[src/rtl/sysctl_pkg.sv]
package sysctl_pkg;

   localparam int unsigned WIN_AW = 12;
   localparam int unsigned DW     = 32;

   localparam logic [WIN_AW-1:0] OFS_LED    = 12'h000;
   localparam logic [WIN_AW-1:0] OFS_BTN    = 12'h008;
   localparam logic [WIN_AW-1:0] OFS_SLOW   = 12'h010;
   localparam logic [WIN_AW-1:0] OFS_FAST   = 12'h014;
   localparam logic [WIN_AW-1:0] OFS_EVT    = 12'h018;
   localparam logic [WIN_AW-1:0] OFS_RELOAD = 12'h01C;
   localparam logic [WIN_AW-1:0] OFS_DOWN   = 12'h020;
   localparam logic [WIN_AW-1:0] OFS_MISC   = 12'h04C;

   typedef enum logic [3:0] {
      SEL_NONE,
      SEL_LED,
      SEL_BTN,
      SEL_SLOW,
      SEL_FAST,
      SEL_EVT,
      SEL_RELOAD,
      SEL_DOWN,
      SEL_MISC
   } reg_sel_e;

   function automatic reg_sel_e decode_offset(input logic [WIN_AW-1:0] a);
      reg_sel_e s;
      case (a)
         OFS_LED:    s = SEL_LED;
         OFS_BTN:    s = SEL_BTN;
         OFS_SLOW:   s = SEL_SLOW;
         OFS_FAST:   s = SEL_FAST;
         OFS_EVT:    s = SEL_EVT;
         OFS_RELOAD: s = SEL_RELOAD;
         OFS_DOWN:   s = SEL_DOWN;
         OFS_MISC:   s = SEL_MISC;
         default:    s = SEL_NONE;
      endcase
      return s;
   endfunction

endpackage

[src/rtl/sysctl_rate_div.sv]
module sysctl_rate_div #(
   parameter int unsigned DIV = 10
) (
   input  logic clk,
   input  logic rst_n,
   input  logic restart,
   output logic tick
);
   localparam int unsigned CW = (DIV > 2) ? $clog2(DIV) : 1;
   localparam logic [CW-1:0] LAST = CW'(DIV - 1);

   initial begin
      assert (DIV >= 2) else $fatal(1, "sysctl_rate_div: DIV must be at least 2");
   end

   logic [CW-1:0] phase;

   assign tick = (phase == LAST);

   always_ff @(posedge clk or negedge rst_n) begin
      if (!rst_n)            phase <= '0;
      else if (restart || tick) phase <= '0;
      else                   phase <= phase + CW'(1);
   end
endmodule

[src/rtl/sysctl_run_cnt.sv]
module sysctl_run_cnt #(
   parameter int unsigned W = 32
) (
   input  logic         clk,
   input  logic         rst_n,
   input  logic         tick,
   input  logic         load,
   input  logic [W-1:0] load_val,
   output logic [W-1:0] count
);
   always_ff @(posedge clk or negedge rst_n) begin
      if (!rst_n)     count <= '0;
      else if (load)  count <= load_val;
      else if (tick)  count <= count + W'(1);
   end
endmodule

[src/rtl/sysctl_ps_pair.sv]
module sysctl_ps_pair #(
   parameter int unsigned W = 32
) (
   input  logic         clk,
   input  logic         rst_n,
   input  logic         tick,
   input  logic         wr_reload,
   input  logic         wr_down,
   input  logic         wr_event,
   input  logic [W-1:0] wdata,
   output logic [W-1:0] reload,
   output logic [W-1:0] down,
   output logic [W-1:0] events
);
   logic at_zero;
   assign at_zero = (down == '0);

   always_ff @(posedge clk or negedge rst_n) begin
      if (!rst_n)          reload <= '0;
      else if (wr_reload)  reload <= wdata;
   end

   always_ff @(posedge clk or negedge rst_n) begin
      if (!rst_n)          down <= '0;
      else if (wr_down)    down <= wdata;
      else if (tick)       down <= at_zero ? reload : down - W'(1);
   end

   always_ff @(posedge clk or negedge rst_n) begin
      if (!rst_n)               events <= '0;
      else if (wr_event)        events <= wdata;
      else if (tick && at_zero) events <= events + W'(1);
   end
endmodule

[src/rtl/sysctl_btn_sync.sv]
module sysctl_btn_sync #(
   parameter int unsigned W      = 2,
   parameter int unsigned STAGES = 2
) (
   input  logic         clk,
   input  logic         rst_n,
   input  logic [W-1:0] din,
   output logic [W-1:0] dout
);
   initial begin
      assert (STAGES >= 1) else $fatal(1, "sysctl_btn_sync: STAGES must be at least 1");
   end

   logic [W-1:0] stg [STAGES];

   for (genvar i = 0; i < STAGES; i++) begin : g_stage
      if (i == 0) begin : g_first
         always_ff @(posedge clk or negedge rst_n) begin
            if (!rst_n) stg[0] <= '0;
            else        stg[0] <= din;
         end
      end else begin : g_next
         always_ff @(posedge clk or negedge rst_n) begin
            if (!rst_n) stg[i] <= '0;
            else        stg[i] <= stg[i-1];
         end
      end
   end

   assign dout = stg[STAGES-1];
endmodule

[src/rtl/sysctl_regbank.sv]
module sysctl_regbank
   import sysctl_pkg::*;
#(
   parameter int unsigned CLK_HZ      = 50_000_000,
   parameter int unsigned PS_HZ       = 25_000_000,
   parameter int unsigned BTN_W       = 2,
   parameter int unsigned SYNC_STAGES = 2
) (
   input  logic             clk,
   input  logic             rst_n,
   input  logic             bus_sel,
   input  logic             bus_wr,
   input  logic [11:0]      bus_addr,
   input  logic [31:0]      bus_wdata,
   output logic [31:0]      bus_rdata,
   input  logic [BTN_W-1:0] btn_i,
   output logic [1:0]       led_o,
   output logic [31:0]      misc_o
);
   localparam int unsigned FAST_DIV = CLK_HZ / 100;
   localparam int unsigned SLOW_DIV = CLK_HZ;
   localparam int unsigned PS_DIV   = (PS_HZ == 0) ? 2 : CLK_HZ / PS_HZ;

   initial begin
      assert (CLK_HZ % 100 == 0 && FAST_DIV >= 2)
         else $fatal(1, "sysctl_regbank: CLK_HZ must be a multiple of 100 and at least 200");
      assert (PS_HZ != 0 && CLK_HZ % PS_HZ == 0 && PS_DIV >= 2)
         else $fatal(1, "sysctl_regbank: PS_HZ must divide CLK_HZ by at least 2");
      assert (BTN_W >= 1 && BTN_W <= DW)
         else $fatal(1, "sysctl_regbank: BTN_W out of range");
   end

   // access decode
   reg_sel_e sel;
   logic     wr_en, rd_en;
   assign sel   = decode_offset(bus_addr);
   assign wr_en = bus_sel &&  bus_wr;
   assign rd_en = bus_sel && !bus_wr;

   logic wr_led, wr_misc, wr_slow, wr_fast, wr_reload, wr_down, wr_event, ps_grp_wr;
   assign wr_led    = wr_en && (sel == SEL_LED);
   assign wr_misc   = wr_en && (sel == SEL_MISC);
   assign wr_slow   = wr_en && (sel == SEL_SLOW);
   assign wr_fast   = wr_en && (sel == SEL_FAST);
   assign wr_reload = wr_en && (sel == SEL_RELOAD);
   assign wr_down   = wr_en && (sel == SEL_DOWN);
   assign wr_event  = wr_en && (sel == SEL_EVT);
   assign ps_grp_wr = wr_reload || wr_down || wr_event;

   // plain storage registers
   logic [1:0]    led_q;
   logic [DW-1:0] misc_q;

   always_ff @(posedge clk or negedge rst_n) begin
      if (!rst_n)      led_q <= '0;
      else if (wr_led) led_q <= bus_wdata[1:0];
   end

   always_ff @(posedge clk or negedge rst_n) begin
      if (!rst_n)       misc_q <= '0;
      else if (wr_misc) misc_q <= bus_wdata;
   end

   assign led_o  = led_q;
   assign misc_o = misc_q;

   // button synchroniser
   logic [BTN_W-1:0] btn_s;
   sysctl_btn_sync #(.W(BTN_W), .STAGES(SYNC_STAGES)) u_btn (
      .clk(clk), .rst_n(rst_n), .din(btn_i), .dout(btn_s)
   );

   // time base dividers
   logic fast_tick, slow_tick, ps_tick;

   sysctl_rate_div #(.DIV(FAST_DIV)) u_div_fast (
      .clk(clk), .rst_n(rst_n), .restart(wr_fast), .tick(fast_tick)
   );
   sysctl_rate_div #(.DIV(SLOW_DIV)) u_div_slow (
      .clk(clk), .rst_n(rst_n), .restart(wr_slow), .tick(slow_tick)
   );
   sysctl_rate_div #(.DIV(PS_DIV)) u_div_ps (
      .clk(clk), .rst_n(rst_n), .restart(ps_grp_wr), .tick(ps_tick)
   );

   // running counters
   logic [DW-1:0] fast_cnt, slow_cnt;

   sysctl_run_cnt #(.W(DW)) u_cnt_fast (
      .clk(clk), .rst_n(rst_n), .tick(fast_tick), .load(wr_fast),
      .load_val(bus_wdata), .count(fast_cnt)
   );
   sysctl_run_cnt #(.W(DW)) u_cnt_slow (
      .clk(clk), .rst_n(rst_n), .tick(slow_tick), .load(wr_slow),
      .load_val(bus_wdata), .count(slow_cnt)
   );

   // prescaled event counter pair
   logic [DW-1:0] ps_reload, ps_down, ps_events;

   sysctl_ps_pair #(.W(DW)) u_ps (
      .clk(clk), .rst_n(rst_n), .tick(ps_tick),
      .wr_reload(wr_reload), .wr_down(wr_down), .wr_event(wr_event),
      .wdata(bus_wdata),
      .reload(ps_reload), .down(ps_down), .events(ps_events)
   );

   // read path
   logic [DW-1:0] rd_mux;

   always_comb begin
      case (sel)
         SEL_LED:    rd_mux = DW'(led_q);
         SEL_BTN:    rd_mux = DW'(btn_s);
         SEL_SLOW:   rd_mux = slow_cnt;
         SEL_FAST:   rd_mux = fast_cnt;
         SEL_EVT:    rd_mux = ps_events;
         SEL_RELOAD: rd_mux = ps_reload;
         SEL_DOWN:   rd_mux = ps_down;
         SEL_MISC:   rd_mux = misc_q;
         default:    rd_mux = '0;
      endcase
   end

   always_ff @(posedge clk or negedge rst_n) begin
      if (!rst_n)     bus_rdata <= '0;
      else if (rd_en) bus_rdata <= rd_mux;
   end
endmodule

[config.mk]
export PLATFORM = sky130hd
export DESIGN_NAME = sysctl_regbank
export DESIGN_NICKNAME = d
export VERILOG_FILES = /design/src/rtl/sysctl_pkg.sv /design/src/rtl/sysctl_rate_div.sv /design/src/rtl/sysctl_run_cnt.sv /design/src/rtl/sysctl_ps_pair.sv /design/src/rtl/sysctl_btn_sync.sv /design/src/rtl/sysctl_regbank.sv
export SDC_FILE = /design/constraint.sdc
export NUM_CORES = 1
export LEC_CHECK = 0
export ABC_AREA = 1
export BUFFER_PORTS_ARGS = -buffer_cell sky130_fd_sc_hd__buf_4
export CAP_MARGIN = 5
export CORE_MARGIN = 3
export CORE_UTILIZATION = 40
export CTS_CLUSTER_SIZE = 12
export DETAILED_ROUTE_END_ITERATION = 8
export GPL_TIMING_DRIVEN = 1
export PLACE_DENSITY = 0.65
export SLEW_MARGIN = 0
export SYNTH_ARGS = -nofsm -noshare
export SYNTH_HDL_FRONTEND = slang
export SYNTH_HIERARCHICAL = 1
export SYNTH_SLANG_ARGS = --single-unit
[constraint.sdc]
create_clock -name clk -period 5.1 [get_ports clk]
set_input_delay 0.255 -clock clk [delete_from_list [all_inputs] [get_ports clk]]
set_output_delay 0.255 -clock clk [all_outputs]
set_load 0.01 [all_outputs]
Word-level counts from Yosys, hierarchy flattened

Cells that the tools add are included.

Register bits after elaboration: 276
Bits of input ports: 50
Output and inout bits: 66
Logic and storage cells: 73

Add/sub/neg operators: 7
Equal/unequal tests: 17
Multiplexer cells: 14
Reductions and logical operators: 22

Operators with widths:

| kind                                                 | number |
|---|---|
| two-way mux 32 bit                                   | 9 |
| case mux 32 bit (8 select lines)                     | 1 |
| adder 32 x 1 -> 32 bit, second input constant        | 3 |
| equality test 12 x 5 -> 1 bit, second input constant | 4 |
| logical NOT 32 bit                                   | 1 |
| case mux 4 bit (8 select lines)                      | 1 |
| subtractor 32 x 1 -> 32 bit, second input constant   | 1 |
| adder 26 x 1 -> 26 bit, second input constant        | 1 |
| equality test 26 bit, second input constant          | 1 |
| two-way mux 26 bit                                   | 1 |
| adder 19 x 1 -> 19 bit, second input constant        | 1 |
| equality test 19 bit, second input constant          | 1 |
| two-way mux 19 bit                                   | 1 |
| equality test 4 x 3 -> 1 bit, second input constant  | 4 |
| equality test 12 x 4 -> 1 bit, second input constant | 1 |
| equality test 12 x 6 -> 1 bit, second input constant | 1 |
| equality test 12 x 7 -> 1 bit, second input constant | 1 |
| logical NOT 12 bit                                   | 1 |
| logical AND 1 bit                                    | 10 |
| equality test 4 x 2 -> 1 bit, second input constant  | 2 |
| nonzero test 2 bit                                   | 4 |
| logical OR 1 bit                                     | 5 |
| equality test 4 x 1 -> 1 bit, second input constant  | 1 |
| equality test 4 bit, second input constant           | 1 |
| other kinds (3)                                      | 3 |

Longest topological paths before layout

Word-level depth: 8
Gate-level depth with buffers: 16
Depth with buffers taken out: 14

Modules after synthesis

The synthesis kept the hierarchy.

By module, submodules not included:

| module                       | instances | cells each | area an instance (µm²) | seq. area each (µm²) |
|---|---|---|---|---|
| sysctl_ps_pair               | 1         | 994        | 6,687.7                | 2,402.3 |
| sysctl_regbank               | 1         | 783        | 4,893.4                | 1,651.6 |
| sysctl_run_cnt               | 2         | 325        | 2,218.4                | 800.8 |
| sysctl_rate_div (u_div_slow) | 1         | 228        | 1,589.0                | 650.6 |
| sysctl_rate_div (u_div_fast) | 1         | 162        | 1,146.1                | 475.5 |
| sysctl_btn_sync              | 1         | 6          | 115.1                  | 100.1 |
| sysctl_rate_div (u_div_ps)   | 1         | 2          | 28.8                   | 25.0 |

Worst setup path after synthesis

Ideal clock, no wire load.

Path kind: input to register
Start: in bus_addr[11]
End: reg u_ps.events[26]
Setup time: 0.125 ns
Arrival time: 2.068 ns
Required time: 4.975 ns
Path slack: 2.906 ns
Cell stages on the path: 14
Path buffers: 4
Cell sequence: nor2_1 nand2_2 inv_2 buf_6 buf_4 nand3_1 nand3_1 nand4_1 inv_1 clkbuf_1 inv_2 buf_1 nand3_1 nand3_1

Longest elaborated chain between the ends: 5
Elaborated cells between the ends (all ways): 13
Those cells by class: eq/ne (8); mux (2); reduce/logical (3)

Ends and longest elaborated chain:

| item                                                        | line                 | RTL |
|---|---|---|
| start, declared                                             | sysctl_regbank.sv:13 | `input logic [11:0] bus_addr,` |
| equality test 12 x 7 -> 1 bit, or another cell as far along | sysctl_pkg.sv:29     | `case (a)` |
| case mux 4 bit (8 select lines) (*)                         | sysctl_pkg.sv:29     |  |
| equality test 4 x 3 -> 1 bit (*)                            | sysctl_regbank.sv:47 | `assign wr_event = wr_en && (sel == SEL_EVT);` |
| logical AND 1 bit (*)                                       | sysctl_regbank.sv:47 |  |
| via wr_event                                                | sysctl_regbank.sv:40 | `logic wr_led, wr_misc, wr_slow, wr_fast, wr_reload, wr_down, wr_event, ps_grp_wr;` |
| two-way mux 32 bit or nonzero test 2 bit (tied branches)    | n/a                  |  |
| end signal, assigned                                        | sysctl_ps_pair.sv:31 | `else if (wr_event) events <= wdata;` |
| end signal, assigned                                        | sysctl_ps_pair.sv:32 | `else if (tick && at_zero) events <= events + W'(1);` |
| end, declared                                               | sysctl_ps_pair.sv:13 | `output logic [W-1:0] events` |

Mark *: on every way through the listed nets, which the timed path passes. The rest lies on a longest branch.
A chain may end at the register's enable or synchronous reset.

Final worst setup path

Start: reg u_div_slow.phase[0]
End: reg u_cnt_slow.count[14]

Longest elaborated chain between the ends: 2

Ends and longest elaborated chain:

| item                         | line                  | RTL |
|---|---|---|
| start, declared              | sysctl_rate_div.sv:16 | `logic [CW-1:0] phase;` |
| start signal, assigned       | sysctl_rate_div.sv:23 | `else phase <= phase + CW'(1);` |
| equality test 26 bit         | sysctl_rate_div.sv:18 | `assign tick = (phase == LAST);` |
| via slow_tick                | sysctl_regbank.sv:74  | `logic fast_tick, slow_tick, ps_tick;` |
| nonzero test 2 bit (no line) | n/a                   |  |
| end signal, assigned         | sysctl_run_cnt.sv:13  | `else if (load) count <= load_val;` |
| end signal, assigned         | sysctl_run_cnt.sv:14  | `else if (tick) count <= count + W'(1);` |
| end, declared                | sysctl_run_cnt.sv:9   | `output logic [W-1:0] count` |

The timed path passes the listed nets, and every way through them passes these cells.

==> summary.txt <==
Timing
  • Fin. max-slew vios: 0
  • RSZ-0062 raised after global routing: false
  • Setup TNS: 0 ps
  • Final worst slack: about 2200 ps
  • Final Hold Fails: 0
  • Achievable clock frequency: around 340 MHz
  • Setup violations, final: 0
  • Relative slew slack: between 10% and 20%
  • Skew final: 12.21 ps
  • Fin crit share: 57.83%
  • Worst-Margin Slew: about 1200 ps
  • Post-layout min period: ~2900 ps

Floorplanning
  • Initial Util: about two fifths
  • Die Width: roughly 220 µm
  • # IOs: about 120
  • Die area: roughly 50000 µm²
  • Core box area: approximately 47000 µm²
  • Row count: 79
  • Die height: 223.4 µm

Worst setup path
  • Worst R2R Setup Slack: 2150 ps
  • Worst r2r dst: u_cnt_slow/count[14]$_DFFE_PN0P_
  • WP data arrival: 3420 ps
  • R2R cell count: 9
  • Critical Path Start: u_div_slow/phase[0]$_DFF_PN0_
  • Startpoint Class: flop
  • Worst r2r src: u_div_slow/phase[0]$_DFF_PN0_
  • Worst Setup EP: u_cnt_slow/count[14]$_DFFE_PN0P_
  • Worst-path maximum fanout: 24
  • Required time worst endpoint: 5580 ps
  • Crit end category: flop
  • Critical path class: reg2reg

Hold path
  • HP Class: in2reg

Logic synthesis
  • Top_reg_cell synth: dfrtp_1
  • Post-Syn Area: about 19000 µm²
  • Top cells by area, synth: dfrtp_1, nand2_1, nand3_1
  • Cells after Synth: about 2800
  • Yosys cell types: 40
  • EDFF count, synth: 0
  • Post-synth ARST share: 100.0%
  • Post-synthesis sequential area ratio: about 37%
  • Net Count, Synth: approximately 2900
  • Synthesized area per cell: ~6.7 µm²
  • Top cell type's share of synthesized area: roughly 37%
  • Leading area contributor after synthesis: dfrtp_1
  • Yosys warning total: 6
  • Yosys reg bits: about 280

CTS
  • Clk buf depth: 3
  • Clk sinks: 276
  • Resized Gates After CTS: 0
  • H-Tree Depth: 2
  • Post-CTS setup buffers: 0
  • Reg clk slew, reported paths: roughly 60 ps
  • CTS tree: done
  • TritonCTS Buffers: 35
  • Clock latency on the worst-skew pair: around 560 ps
  • Root Driver: clkbuf_16

Pwr
  • Pleak: between 10 and 15 nW
  • Int Pwr: around 0.0039 W
  • Sw Share: roughly 28%
  • Seq pwr share: roughly 45%
  • Pwr Total: ~0.0054 W
  • Share of power burned in the clock network: 45.6%
  • Comb pwr share: 9.6%
  • Max VDD drop: roughly 0.00015 V
  • Power per Cell Area: about 260 nW/µm²
  • Switching power: about 0.0015 W

Placed design
  • HPWL after DPL: about 48 mm
  • Pre-CTS setup slack: 1845 ps
  • IO Port Bufs: 115
  • GP Congestion: around 1

GRT
  • First-pass GRT wire length: 104.0 mm
  • Vias in the first global route: 18050
  • Largest net degree at the start of global routing: 123
  • Gr ovfl total: 0
  • GRT Util Overall: 26.49%
  • Initial antenna violation count: 1

Layout
  • Util after Layout: ~46%
  • Area growth syn-to-layout: 12.38%
  • Fin nets: approximately 2900
  • Share of cells above drive strength 1: a little over a tenth

Drt
  • Via/cell ratio: between 5 and 6
  • DR pass1 iterations: 9
  • Residual DRC: 0
  • Routed Wire Length: between 60 and 70 mm
  • Routed vias: between 15000 and 20000
  • Final ANT Viol Nets: 0
  • Routed wire length per instance: roughly 19 µm
  • Drt initial violations: 1939

Outcome
  • Status: finished clean

Job
  • Max Cap Violations: 0
==> cell usage in the layout, fill, tap and decap left out, types with 3 or more instances in the layout <==
| cell type | instances |
|---|---|
| a21oi_1 | 6 |
| a22oi_1 | 80 |
| and2_1 | 5 |
| buf_4 | 127 |
| clkbuf_1 | 10 |
| clkbuf_16 | 36 |
| clkbuf_8 | 7 |
| clkinv_2 | 6 |
| dfrtp_1 | 276 |
| dlygate4sd3_1 | 8 |
| ha_1 | 8 |
| inv_1 | 271 |
| inv_2 | 3 |
| mux2_2 | 4 |
| nand2_1 | 966 |
| nand2_2 | 20 |
| nand2_4 | 7 |
| nand3_1 | 417 |
| nand3_2 | 14 |
| nand3b_1 | 18 |
| nand4_1 | 37 |
| nor2_1 | 315 |
| nor2_2 | 43 |
| nor2_4 | 32 |
| nor3_1 | 4 |
| o211ai_1 | 4 |
| o21ai_0 | 70 |
| o21ai_1 | 34 |
| o21bai_1 | 5 |
| xnor2_1 | 14 |
| xor2_1 | 42 |
==> power groups by stage <==
| stage | logic (W) | registers (W) | clock network [W] |
|---|---|---|---|
| after detailed placement | 0.000509 | 0.00247 | 0 |
| after floorplan | 0.000313 | 0.00243 | 0 |
| after global routing | 0.000582 | 0.00245 | 0.00262 |
| after CTS | 0.000518 | 0.00244 | 0.00253 |
| final | 0.000521 | 0.00244 | 0.00248 |
| after global placement | 0.000498 | 0.00247 | 0 |
==> cell usage after synthesis (6+ instances only) <==
cell type,count
nand3_1,417
clkbuf_1,42
o21ai_1,34
a22oi_1,80
nand2_2,20
nor2_2,37
xnor2_1,14
a21oi_1,6
xor2_1,42
nor2_1,324
buf_2,40
nand3b_1,18
o21ai_0,70
nand2_1,966
inv_1,271
nand2_4,7
nand3_2,14
buf_6,14
buf_4,15
nand4_1,37
dfrtp_1,276
nor2_4,29
ha_1,8
==> registers in the layout, indices dropped and copies added, names as in the netlist <==
name and count:
bus_rdata 32, led_o 2, misc_o 32, u_btn/dout 2, u_btn/stg 2, u_cnt_fast/count 32, u_cnt_slow/count 32, u_div_fast/phase 19
u_div_ps/tick 1, u_div_slow/phase 26, u_ps/down 32, u_ps/events 32, u_ps/reload 32
==> per-layer routing <==
metal  track usage, %  part of all wire [%]  vias up
met3            4.224                   7.5      139
met4            11.31                   4.1        0
met2            42.47                    46      799
li1                 -                     -     9147
met1            35.67                    42     9186
met5                0                     0        -
==> worst max-delay path, cell delays in order, from the launching register on <==
cell and delay [ps]:
dfrtp_1 440, ha_1 170, nand3_1 110, nor2_1 150, nand2_1 90, nor3_1 590, nand2_2 260, inv_1 700
o21ai_0 210, o21ai_1 170
==> cell type report <==
class | instances | area (µm²)
diodes | 1 | 2.502
clock buffers | 53 | 1035
clock inverters | 9 | 85.08
fillers | 4776 | 25420
inverters | 275 | 1037
multi-input cells | 2159 | 10340
flip-flops and latches | 276 | 6907
well taps | 607 | 759.5
repair buffers | 137 | 1069
==> logic make-up after synthesis <==
logic type / after synthesis / synth area share, %
AO/OA/AOI/OAI: 203 / 6.668
XOR/XNOR: 56 / 2.596
adder cells (fa/ha/maj): 8 / 0.5297
buffers and inverters: 390 / 8.925
flip-flops: 276 / 36.55
multiplexers: 4 / 0.2383
AND/OR/NAND/NOR: 1888 / 44.49
==> how the worst min path moves through the flow <==
stage / startpoint / to / slack, ps / cells past startpoint
2_1_floorplan: rst_n / bus_rdata[0]$_DFFE_PN0P_ / -40 / 0
3_3_place_gp: u_btn/stg[3]$_DFF_PN0_ / u_btn/dout[1]$_DFF_PN0_ / 340 / 0
3_5_place_dp: u_btn/stg[2]$_DFF_PN0_ / u_btn/dout[0]$_DFF_PN0_ / 350 / 0
4_1_cts: bus_wdata[9] / misc_o[9]$_DFFE_PN0P_ / 2 / 3
5_1_grt: bus_wdata[2] / u_ps/reload[2]$_DFFE_PN0P_ / 20 / 3
6_report: bus_wdata[7] / misc_o[7]$_DFFE_PN0P_ / 30 / 3
==> per-stage QoR <==
stage	cells	hold WS, ps	cell area, µm²
global placement	3446	336.9	20030
floorplan	2825	-40.59	18900
global route	3516	21.14	21230
finish	3517	28.19	21240
CTS	3516	1.500	21230
detailed placement	3446	349.6	20030
==> what timing repair did <==
action / CTS / global route
endpoints found under the hold margin: 127 / 0
hold buffers: 8 / 0
setup endpoints to repair: 0 / 0
Power figures use the tool's default switching activity.
